File: src/rtl/tmds_seq_pkg.sv
package tmds_seq_pkg;

  localparam int SYM_W = 10;
  typedef logic [SYM_W-1:0] sym_t;

  typedef enum logic [2:0] {
    PH_CTRL  = 3'd0,
    PH_PRE_V = 3'd1,
    PH_PRE_I = 3'd2,
    PH_GB_V  = 3'd3,
    PH_VID   = 3'd4,
    PH_GB_IL = 3'd5,
    PH_ISL   = 3'd6,
    PH_GB_IT = 3'd7
  } phase_t;

  localparam sym_t VGB_OUTER = 10'b1011001100;
  localparam sym_t VGB_MID   = 10'b0100110011;
  localparam sym_t IGB_PKT   = 10'b0100110011;

  function automatic sym_t ctl_sym(input logic [1:0] c);
    case (c)
      2'b00:   ctl_sym = 10'b1101010100;
      2'b01:   ctl_sym = 10'b0010101011;
      2'b10:   ctl_sym = 10'b0101010100;
      default: ctl_sym = 10'b1010101011;
    endcase
  endfunction

  function automatic sym_t terc4_sym(input logic [3:0] n);
    case (n)
      4'h0:    terc4_sym = 10'b1010011100;
      4'h1:    terc4_sym = 10'b1001100011;
      4'h2:    terc4_sym = 10'b1011100100;
      4'h3:    terc4_sym = 10'b1011100010;
      4'h4:    terc4_sym = 10'b0101110001;
      4'h5:    terc4_sym = 10'b0100011110;
      4'h6:    terc4_sym = 10'b0110001110;
      4'h7:    terc4_sym = 10'b0100111100;
      4'h8:    terc4_sym = 10'b1011001100;
      4'h9:    terc4_sym = 10'b0100111001;
      4'hA:    terc4_sym = 10'b0110011100;
      4'hB:    terc4_sym = 10'b1011000110;
      4'hC:    terc4_sym = 10'b1010001110;
      4'hD:    terc4_sym = 10'b1001110001;
      4'hE:    terc4_sym = 10'b0101100011;
      default: terc4_sym = 10'b1011000011;
    endcase
  endfunction

endpackage

File: src/rtl/tmds_period_fsm.sv
module tmds_period_fsm
  import tmds_seq_pkg::*;
#(
  parameter int PRE_LEN = 8,
  parameter int GB_LEN  = 2,
  parameter int PKT_LEN = 32
) (
  input  logic   clk,
  input  logic   rst,
  input  logic   vid_en,
  input  logic   isl_en,
  output phase_t nxt_ph,
  output logic   nxt_pkt_first,
  output phase_t cur_ph
);

  localparam int MAX_LEN = (PRE_LEN > PKT_LEN) ? ((PRE_LEN > GB_LEN) ? PRE_LEN : GB_LEN)
                                               : ((PKT_LEN > GB_LEN) ? PKT_LEN : GB_LEN);
  localparam int CNT_W   = (MAX_LEN > 1) ? $clog2(MAX_LEN) : 1;
  localparam logic [CNT_W-1:0] PRE_LAST = CNT_W'(PRE_LEN - 1);
  localparam logic [CNT_W-1:0] GB_LAST  = CNT_W'(GB_LEN - 1);
  localparam logic [CNT_W-1:0] PKT_LAST = CNT_W'(PKT_LEN - 1);

  phase_t           ph;
  logic [CNT_W-1:0] cnt;
  logic [CNT_W-1:0] nxt_cnt;

  always_comb begin
    nxt_ph  = ph;
    nxt_cnt = cnt + 1'b1;
    case (ph)
      PH_CTRL: begin
        nxt_cnt = '0;
        if (vid_en)      nxt_ph = PH_PRE_V;
        else if (isl_en) nxt_ph = PH_PRE_I;
      end
      PH_PRE_V: if (cnt == PRE_LAST) begin nxt_ph = PH_GB_V;  nxt_cnt = '0; end
      PH_PRE_I: if (cnt == PRE_LAST) begin nxt_ph = PH_GB_IL; nxt_cnt = '0; end
      PH_GB_V:  if (cnt == GB_LAST)  begin nxt_ph = PH_VID;   nxt_cnt = '0; end
      PH_VID: begin
        nxt_cnt = '0;
        if (!vid_en) nxt_ph = PH_CTRL;
      end
      PH_GB_IL: if (cnt == GB_LAST)  begin nxt_ph = PH_ISL;   nxt_cnt = '0; end
      PH_ISL: if (cnt == PKT_LAST) begin
        nxt_cnt = '0;
        nxt_ph  = isl_en ? PH_ISL : PH_GB_IT;
      end
      PH_GB_IT: if (cnt == GB_LAST)  begin nxt_ph = PH_CTRL;  nxt_cnt = '0; end
      default: begin nxt_ph = PH_CTRL; nxt_cnt = '0; end
    endcase
  end

  assign nxt_pkt_first = (nxt_ph == PH_ISL) && (nxt_cnt == '0);
  assign cur_ph        = ph;

  always_ff @(posedge clk) begin
    if (rst) begin
      ph  <= PH_CTRL;
      cnt <= '0;
    end else begin
      ph  <= nxt_ph;
      cnt <= nxt_cnt;
    end
  end


  vid_exit_chk: assert property (@(posedge clk) disable iff (rst)
    (ph == PH_VID && !vid_en) |=> (ph == PH_CTRL));


  pre_entry_chk: assert property (@(posedge clk) disable iff (rst)
    ((ph == PH_PRE_V || ph == PH_PRE_I) && cnt == '0) |-> ($past(ph) == PH_CTRL));


  pre_len_chk: assert property (@(posedge clk) disable iff (rst)
    (ph == PH_PRE_V || ph == PH_PRE_I) |-> (cnt <= PRE_LAST));


  pkt_hold_chk: assert property (@(posedge clk) disable iff (rst)
    (ph == PH_ISL && cnt != PKT_LAST) |=> (ph == PH_ISL));


  trail_exit_chk: assert property (@(posedge clk) disable iff (rst)
    (ph == PH_GB_IT && cnt == GB_LAST) |=> (ph == PH_CTRL));

endmodule

File: src/rtl/tmds_lane_mux.sv
module tmds_lane_mux
  import tmds_seq_pkg::*;
#(
  parameter int LANE = 0
) (
  input  logic       clk,
  input  logic       rst,
  input  phase_t     ph,
  input  logic [1:0] ctl_bits,
  input  logic [3:0] nib,
  input  sym_t       vid_sym,
  output sym_t       sym_q
);

  localparam sym_t VGB = (LANE == 1) ? VGB_MID : VGB_OUTER;

  sym_t isl_guard;
  sym_t sym_d;

  generate
    if (LANE == 0) begin : g_sync_lane
      assign isl_guard = terc4_sym(nib);
    end else begin : g_pkt_lane
      assign isl_guard = IGB_PKT;
    end
  endgenerate

  always_comb begin
    case (ph)
      PH_GB_V:            sym_d = VGB;
      PH_VID:             sym_d = vid_sym;
      PH_GB_IL, PH_GB_IT: sym_d = isl_guard;
      PH_ISL:             sym_d = terc4_sym(nib);
      default:            sym_d = ctl_sym(ctl_bits);
    endcase
  end

  always_ff @(posedge clk) begin
    if (rst) sym_q <= ctl_sym(2'b00);
    else     sym_q <= sym_d;
  end


  vid_pass_chk: assert property (@(posedge clk) disable iff (rst)
    (ph == PH_VID) |=> (sym_q == $past(vid_sym)));


  vgb_chk: assert property (@(posedge clk) disable iff (rst)
    (ph == PH_GB_V) |=> (sym_q == VGB));


  igb_chk: assert property (@(posedge clk) disable iff (rst)
    ((ph == PH_GB_IL || ph == PH_GB_IT) && LANE != 0) |=> (sym_q == IGB_PKT));

endmodule

File: src/rtl/tmds_period_seq.sv
module tmds_period_seq
  import tmds_seq_pkg::*;
#(
  parameter int PRE_LEN = 8,
  parameter int GB_LEN  = 2,
  parameter int PKT_LEN = 32
) (
  input  logic       clk,
  input  logic       rst,
  input  logic       vid_en,
  input  logic       isl_en,
  input  logic       hsync,
  input  logic       vsync,
  input  logic [9:0] vid_sym0,
  input  logic [9:0] vid_sym1,
  input  logic [9:0] vid_sym2,
  input  logic       pkt_hdr,
  input  logic [3:0] pkt_nib1,
  input  logic [3:0] pkt_nib2,
  output logic [9:0] lane0_sym,
  output logic [9:0] lane1_sym,
  output logic [9:0] lane2_sym
);

  localparam int LANES = 3;

  phase_t     nxt_ph;
  phase_t     cur_ph;
  logic       nxt_pkt_first;
  logic       in_pre;
  logic       in_guard;
  logic [1:0] ctl_bits [LANES];
  logic [3:0] nib      [LANES];
  sym_t       vsym     [LANES];
  sym_t       lsym     [LANES];

  tmds_period_fsm #(
    .PRE_LEN(PRE_LEN),
    .GB_LEN (GB_LEN),
    .PKT_LEN(PKT_LEN)
  ) u_fsm (
    .clk          (clk),
    .rst          (rst),
    .vid_en       (vid_en),
    .isl_en       (isl_en),
    .nxt_ph       (nxt_ph),
    .nxt_pkt_first(nxt_pkt_first),
    .cur_ph       (cur_ph)
  );

  assign in_pre   = (nxt_ph == PH_PRE_V) || (nxt_ph == PH_PRE_I);
  assign in_guard = (nxt_ph == PH_GB_IL) || (nxt_ph == PH_GB_IT);

  assign ctl_bits[0] = {vsync, hsync};
  assign ctl_bits[1] = {1'b0, in_pre};
  assign ctl_bits[2] = {1'b0, nxt_ph == PH_PRE_I};

  assign nib[0] = in_guard ? {2'b11, vsync, hsync}
                           : {~nxt_pkt_first, pkt_hdr, vsync, hsync};
  assign nib[1] = pkt_nib1;
  assign nib[2] = pkt_nib2;

  assign vsym[0] = vid_sym0;
  assign vsym[1] = vid_sym1;
  assign vsym[2] = vid_sym2;

  for (genvar g = 0; g < LANES; g++) begin : g_lane
    tmds_lane_mux #(.LANE(g)) u_mux (
      .clk     (clk),
      .rst     (rst),
      .ph      (nxt_ph),
      .ctl_bits(ctl_bits[g]),
      .nib     (nib[g]),
      .vid_sym (vsym[g]),
      .sym_q   (lsym[g])
    );
  end

  assign lane0_sym = lsym[0];
  assign lane1_sym = lsym[1];
  assign lane2_sym = lsym[2];


  ctrl_lanes_chk: assert property (@(posedge clk) disable iff (rst)
    (cur_ph == PH_CTRL) |-> (lane1_sym == 10'b1101010100 && lane2_sym == 10'b1101010100));


  pre_lane1_chk: assert property (@(posedge clk) disable iff (rst)
    (cur_ph == PH_PRE_V || cur_ph == PH_PRE_I) |-> (lane1_sym == 10'b0010101011));


  vid_first_chk: assert property (@(posedge clk) disable iff (rst)
    (cur_ph == PH_CTRL && vid_en) |=> (cur_ph == PH_PRE_V));

endmodule

File: config.mk
export PLATFORM = sky130hd
export DESIGN_NAME = tmds_period_seq
export DESIGN_NICKNAME = d
export VERILOG_FILES = /design/src/rtl/tmds_seq_pkg.sv /design/src/rtl/tmds_period_fsm.sv /design/src/rtl/tmds_lane_mux.sv /design/src/rtl/tmds_period_seq.sv
export SDC_FILE = /design/constraint.sdc
export NUM_CORES = 1
export LEC_CHECK = 0
export ABC_CLOCK_PERIOD_IN_PS = 7200
export CAP_MARGIN = 10
export CORE_ASPECT_RATIO = 2
export CORE_MARGIN = 4
export CORE_UTILIZATION = 35
export CTS_CLUSTER_DIAMETER = 80
export CTS_CLUSTER_SIZE = 10
export DETAILED_ROUTE_END_ITERATION = 16
export DONT_BUFFER_PORTS = 1
export MAX_ROUTING_LAYER = met4
export PLACE_DENSITY = 0.53
export SLEW_MARGIN = 20
export SYNTH_ARGS = -nofsm -noshare
export SYNTH_HDL_FRONTEND = slang
export SYNTH_SLANG_ARGS = --single-unit
File: constraint.sdc
create_clock -name clk -period 7.2 [get_ports clk]
set_clock_uncertainty 0.05 [all_clocks]
set_input_delay 1.08 -clock clk [delete_from_list [all_inputs] [get_ports clk]]
set_output_delay 1.08 -clock clk [all_outputs]
set_load 0.005 [all_outputs]
---- After elaboration in Yosys (flattened, before gate mapping) ----
Memories as Yosys holds them, arrays and structs flattened.
Cells that the tools add are included.
cells by class
  add/subtract/negate cells ............... 1
  equal/unequal tests ..................... 19
  muxes and demuxes ....................... 22
  bitwise gates (word level) .............. 1
  reduce and logical (&&, ||, !) cells .... 13
operator list
  kind                                                 number
  one-hot mux 10 bit (4 select lines)                  2
  one-hot mux 10 bit (3 select lines)                  2
  one-hot mux 10 bit (2 select lines)                  2
  2-to-1 mux 3 bit                                     9
  equality test 3 bit, second input constant           8
  one-hot mux 3 bit (8 select lines)                   1
  one-hot mux 5 bit (4 select lines)                   1
  2-to-1 mux 5 bit                                     3
  equality test 3 x 2 -> 1 bit, second input constant  4
  equality test 3 x 1 -> 1 bit, second input constant  2
  logical NOT 2 bit                                    3
  OR reduction 2 bit                                   3
  OR reduction 3 bit                                   2
  adder 5 x 1 -> 5 bit, second input constant          1
  equality test 5 x 1 -> 1 bit, second input constant  1
  equality test 5 x 3 -> 1 bit, second input constant  1
  equality test 5 bit, second input constant           1
  logical NOT 5 bit                                    1
  2-to-1 mux 4 bit                                     1
  logical NOT 3 bit                                    1
  equality test 2 x 1 -> 1 bit, second input constant  1
  equality test 2 bit, second input constant           1
  logical OR 1 bit                                     2
  logical AND 1 bit                                    1
  other kinds (2)                                      2
word-level totals
  register bits ........................... 38
  bits in read-only memories .............. 640
  bits of input ports ..................... 45
  output and inout port bits .............. 30
  logic and storage cells ................. 65
  memories kept ........................... 4
memory list
  name             words  bits a word  read ports  clocked after Yosys merged registers in  write ports  line                source
  (no name shown)  16     10           1           0                                        0            tmds_seq_pkg.sv:31  case (n)
  (no name shown)  16     10           1           0                                        0            tmds_seq_pkg.sv:31
  (no name shown)  16     10           1           0                                        0            tmds_seq_pkg.sv:31
  (no name shown)  16     10           1           0                                        0            tmds_seq_pkg.sv:31

---- Longest topological paths before layout ----
An unclocked memory read counts as a cell.
  depth in word-level cells ............... 9
  gate-level depth with buffers ........... 12
  depth with buffers taken out ............ 10

---- By module ----
A second synthesis with hierarchy kept.
second synthesis, totals
  cell total of the unflattened synthesis .. 400
  area, all modules ....................... 3156.8 µm²
by module, submodules not included
  module                            instances  cells each  area an instance (µm²)  seq. area each (µm²)
  tmds_lane_mux at g_lane[2].u_mux  1          106         862.1                   200.2
  tmds_lane_mux at g_lane[1].u_mux  1          109         858.3                   200.2
  tmds_lane_mux at g_lane[0].u_mux  1          112         852.1                   200.2
  tmds_period_fsm                   1          66          546.8                   160.2
  tmds_period_seq                   1          7           37.5                    0.0

---- Worst setup path before layout ----
Ideal clock, no wire load.
  kind .................................... input to register
  start point ............................. in isl_en
  end point ............................... reg g_lane[0].u_mux.sym_q[4]
  setup time .............................. 0.122 ns
  arrival ................................. 2.930 ns
  required time ........................... 7.028 ns
  setup slack ............................. 4.098 ns
  stages .................................. 7
  path buffers ............................ 1
  path through ............................ or3_1 > a41o_1 > buf_2 > o41ai_4 > mux2i_1 > mux2i_1 > a221o_1
on the way
  longest elaborated chain between the ends .. 9
  elaborated cells on any way between the ends .. 18
  those cells by class .................... eq/ne: 5; mux: 7; bitwise: 1; reduce/logical: 3; memory: 2
ends and longest elaborated chain
  item                                                         line                                          source
  from (decl)                                                  tmds_period_seq.sv:11                         input logic isl_en,
  2-to-1 mux 1 bit / 2-to-1 mux 3 bit (equally long branches)  tmds_period_fsm.sv:47, tmds_period_fsm.sv:35
  2-to-1 mux 3 bit, on equally long branches                   tmds_period_fsm.sv:45, tmds_period_fsm.sv:34
  one-hot mux 3 bit (8 select lines) *                         tmds_period_fsm.sv:31                         case (ph)
  equality test 3 bit                                          tmds_period_fsm.sv:54, tmds_lane_mux.sv:29
  logical AND 1 bit                                            tmds_period_fsm.sv:54                         assign nxt_pkt_first = (nxt_ph == PH_ISL) && (nxt_cnt == '0);
  NOT 1 bit                                                    tmds_period_seq.sv:59                         : {~nxt_pkt_first, pkt_hdr, vsync, hsync};
  2-to-1 mux 4 bit                                             tmds_period_seq.sv:58                         assign nib[0] = in_guard ? {2'b11, vsync, hsync}
  memory read (16 x 10 bit)                                    --
  one-hot mux 10 bit (4 select lines) *                        tmds_lane_mux.sv:29                           case (ph)
  to (signal assigned)                                         tmds_lane_mux.sv:39                           if (rst) sym_q <= ctl_sym(2'b00);
  to (signal assigned)                                         tmds_lane_mux.sv:40                           else sym_q <= sym_d;
  to (decl)                                                    tmds_lane_mux.sv:12                           output sym_t sym_q
Mark *: on every way between the ends. The rest lies on a longest branch, timed or not.
A chain may end at the register's enable or synchronous reset.

---- Final worst setup path ----
  start point ............................. reg u_fsm.cnt[0]
  end point ............................... reg g_lane[0].u_mux.sym_q[4]
on the way
  longest elaborated chain between the ends .. 9
  elaborated cells on any way between the ends .. 29
  those cells by class .................... add/sub: 1; eq/ne: 8; mux: 13; bitwise: 1; reduce/logical: 4; memory: 2
ends and longest elaborated chain
  item                                                                                             line                                                                 source
  from (decl)                                                                                      tmds_period_fsm.sv:25                                                logic [CNT_W-1:0] cnt;
  from (signal assigned)                                                                           tmds_period_fsm.sv:63                                                cnt <= nxt_cnt;
  adder 5 x 1 -> 5 bit (tied with other cells)                                                     tmds_period_fsm.sv:30                                                nxt_cnt = cnt + 1'b1;
  2-to-1 mux 5 bit (tied with other cells)                                                         tmds_period_fsm.sv:39, tmds_period_fsm.sv:44, tmds_period_fsm.sv:49
  one-hot mux 5 bit (4 select lines) / one-hot mux 3 bit (8 select lines) (equally long branches)  tmds_period_fsm.sv:31
  logical NOT 5 bit / equality test 3 bit (equally long branches)                                  tmds_period_fsm.sv:54, tmds_lane_mux.sv:29
  logical AND 1 bit                                                                                tmds_period_fsm.sv:54
  NOT 1 bit                                                                                        tmds_period_seq.sv:59
  2-to-1 mux 4 bit                                                                                 tmds_period_seq.sv:58
  memory read (16 x 10 bit)                                                                        --
  one-hot mux 10 bit (4 select lines) *                                                            tmds_lane_mux.sv:29
Marked as above.

==> impl_metrics.py <==
metrics = {
    "detailed_routing": {
        "vias": 2701,
        "top_layer_used": "met4",
        "avgRoutedWirePerCell_um": 19.9,
        "wl_mm": 8.83,
        "antenna_left": 0,
        "dr.first_iter.drc_count": 224,
        "firstDrtPassIters": 4,
        "vias_per_cell": 6.10,
        "wl_met2_mm": 4.94,
        "met1Wirelength_mm": 3.13,
        "route.met3.wl_um": 469,
        "post-route-drc-count": 0,
    },
    "sta": {
        "post-route-period-util": 0.496,
        "rsz0062_at_grt": "false",
        "fin_crit_ns": 3.57,
        "timing.fmax_mhz": 280,
        "maxSlewHeadroom": 0.393,
        "worst_slew_pin_slew_ns": 0.908,
        "hold_violations": 0,
        "finalMaxSlewViolations": 0,
        "setup_tns_ns": 0,
        "finalSetupViolCount": 0,
    },
    "synthesis": {
        "synthFlopType": "dfxtp_1",
        "synth_area_um2": 2840,
        "ys_seq_elements": 38,
        "synthTopCellsByArea": "dfxtp_1 27%, ha_1 9.3%, nor2_1 5.2%, nand2_1 4.8%, o21ai_0 4.8%",
        "synth-edff-count": 0,
        "yosysMostFrequentCell": "nor2_1",
        "yosysUniqueCellTypes": 70,
        "synth-seq-area-share": 0.268,
        "yosysTopAreaCell": "dfxtp_1",
        "synth_area_per_cell_um2": 7.90,
        "syn_nets": 425,
        "async_flop_share": 0,
        "ys.warnings.count": 0,
        "synth_top_area_frac": 0.268,
        "synthTopCellsByCount": "39 x nor2_1, 38 x dfxtp_1, 36 x nand2_1",
        "syn_inst": 359,
    },
    "clock_network": {
        "cts.clk_slew.worst_paths_ns": 0.06,
        "cts-resized-gates": 0,
        "cts_setup_buffers": 0,
        "clock_latency_ns": 0.29,
        "cts_tree": "built",
        "cts_hold_buf": 0,
        "h-tree-depth": 2,
        "cts_buffer_depth": 2,
        "cts_root_buf": "clkbuf_16",
        "cts_sinks": 38,
        "cts_inserted_buffers": 5,
    },
    "die": {
        "die_w_um": 71.6,
        "num_io_pins": 75,
        "initial_core_util": 0.357,
        "fp.dieH_um": 135,
        "die-area_um2": 9690,
        "core_um2": 7940,
        "rows": 46,
    },
    "power_and_ir_drop": {
        "switching_share": 0.267,
        "power.density_nw_per_um2": 213,
        "ir_drop_mv": 0.0880,
        "pwr-share-comb": 0.174,
        "p_seq_frac": 0.366,
        "clkPwrFrac": 0.460,
        "switchingPower_uw": 175,
        "intPower_uw": 480,
        "p_leak_uw": 0.00120,
    },
    "grt": {
        "grt_overflow": 0,
        "grt_first_pass_wirelength_mm": 14.0,
        "grt_max_degree": 32,
        "grt_usage": 0.190,
        "grt_pass1_vias": 2741,
        "antenna_found_initial": 0,
    },
    "placement": {
        "dpl.hpwl_mm": 6.80,
        "gp_congestion": 0.870,
        "dp_cells": 435,
        "portBuffers": 0,
    },
    "critical_path": {
        "crit_fanout": 30,
        "endpoint_kind": "flop",
        "cp_data_arrival_time_ns": 3.69,
        "startpoint_type": "flop",
        "worstRegToRegCells": 9,
        "path_class": "flop to flop",
        "critical_path_required_ns": 7.32,
        "r2r_slack_ns": 3.63,
    },
    "layout": {
        "layout-drive-gt1-share": 0.0720,
        "regArea_um2": 761,
        "syn2layout_area_growth_pct": 8.47,
        "diodes": 0,
        "stdcell_count": 443,
        "fill_cells": 856,
        "nNetsFinal": 412,
        "multi_input_area_um2": 1930,
    },
    "hold_path": {
        "hold_class": "flop to flop",
        "hold_depth": 1,
    },
    "flow_run": {
        "maxCapViolCount": 0,
    },
    "run_status": {
        "outcome": "completed",
    },
}
metrics by stage:
| stage | util | area (µm²) | hold slack (ns) | total power, µW | worst slack [ns] |
|---|---|---|---|---|---|
| 2_1_floorplan | - | 2840 | 0.391 | 336 | 4.10 |
| 3_3_place_gp | 0.362 | 2880 | 0.412 | 358 | 3.71 |
| 3_5_place_dp | 0.362 | 2880 | 0.426 | 359 | 3.65 |
| 4_1_cts | 0.387 | 3080 | 0.440 | 660 | 3.66 |
| 5_1_grt | 0.387 | 3080 | 0.490 | 682 | 3.49 |
| 6_report | 0.387 | 3080 | 0.436 | 655 | 3.63 |
cell families after synthesis:
| group | Yosys count | share of synthesized area |
|---|---|---|
| XOR/XNOR | 4 | 0.0124 |
| AO/OA/AOI/OAI | 132 | 0.338 |
| adder cells (fa/ha/maj) | 21 | 0.0927 |
| flip-flops | 38 | 0.268 |
| buffers and inverters | 34 | 0.0516 |
| AND/OR/NAND/NOR | 123 | 0.212 |
| multiplexers | 7 | 0.0247 |
state kept, by name, summed over array words and instances, names as in the netlist:
register            flops
g_lane.u_mux.sym_q     30
u_fsm.cnt               5
u_fsm.cur_ph            3
layer usage:
metal  up-vias  track usage
met5         -            -
met4         0       0.0910
li1       1308            -
met1      1274        0.188
met3        22       0.0342
met2        97        0.348
cell type report:
class	instances	share of cell area
inverters	10	0.0122
flip-flops and latches	38	0.247
well taps	96	0.0391
repair buffers	4	0.00976
clock buffers	6	0.0452
multi-input cells	287	0.627
clock inverters	2	0.0195
power groups by stage:
stage	Combinational [µW]	Sequential, µW	Clock (µW)
2_1_floorplan	97.2	239	0
3_3_place_gp	113	245	0
3_5_place_dp	114	245	0
4_1_cts	114	241	305
5_1_grt	128	242	312
6_report	114	240	301
final timing paths:
| check | start | endpoint |
|---|---|---|
| hold reg to reg | u_fsm.cnt[0] | u_fsm.cnt[0] |
| setup / recovery | u_fsm.cnt[0] | g_lane[0].u_mux.sym_q[4] |
| hold / removal | u_fsm.cnt[0] | u_fsm.cnt[0] |
| setup reg to reg | u_fsm.cnt[0] | g_lane[0].u_mux.sym_q[4] |
cell usage in the layout (no fill, tap or decap), drive strengths merged, types with 6 or more instances in the layout:
cell type	n
mux2i	7
ha	21
inv	9
o21ai	28
nand3	7
nand2	36
a21o	6
nor3	10
dfxtp	38
nor2	39
o211ai	8
a21oi	27
clkbuf	6
worst max-delay path: stages (launching register included):
cell      delay [ns]
dfxtp_1         0.39
ha_1            0.16
or4b_1          0.61
mux2i_1         0.21
a2111o_1        0.35
buf_4           0.24
a211oi_2        0.66
nand2_1         0.27
mux2i_1         0.18
a221o_1         0.31
(Power assumes the default switching activity.)
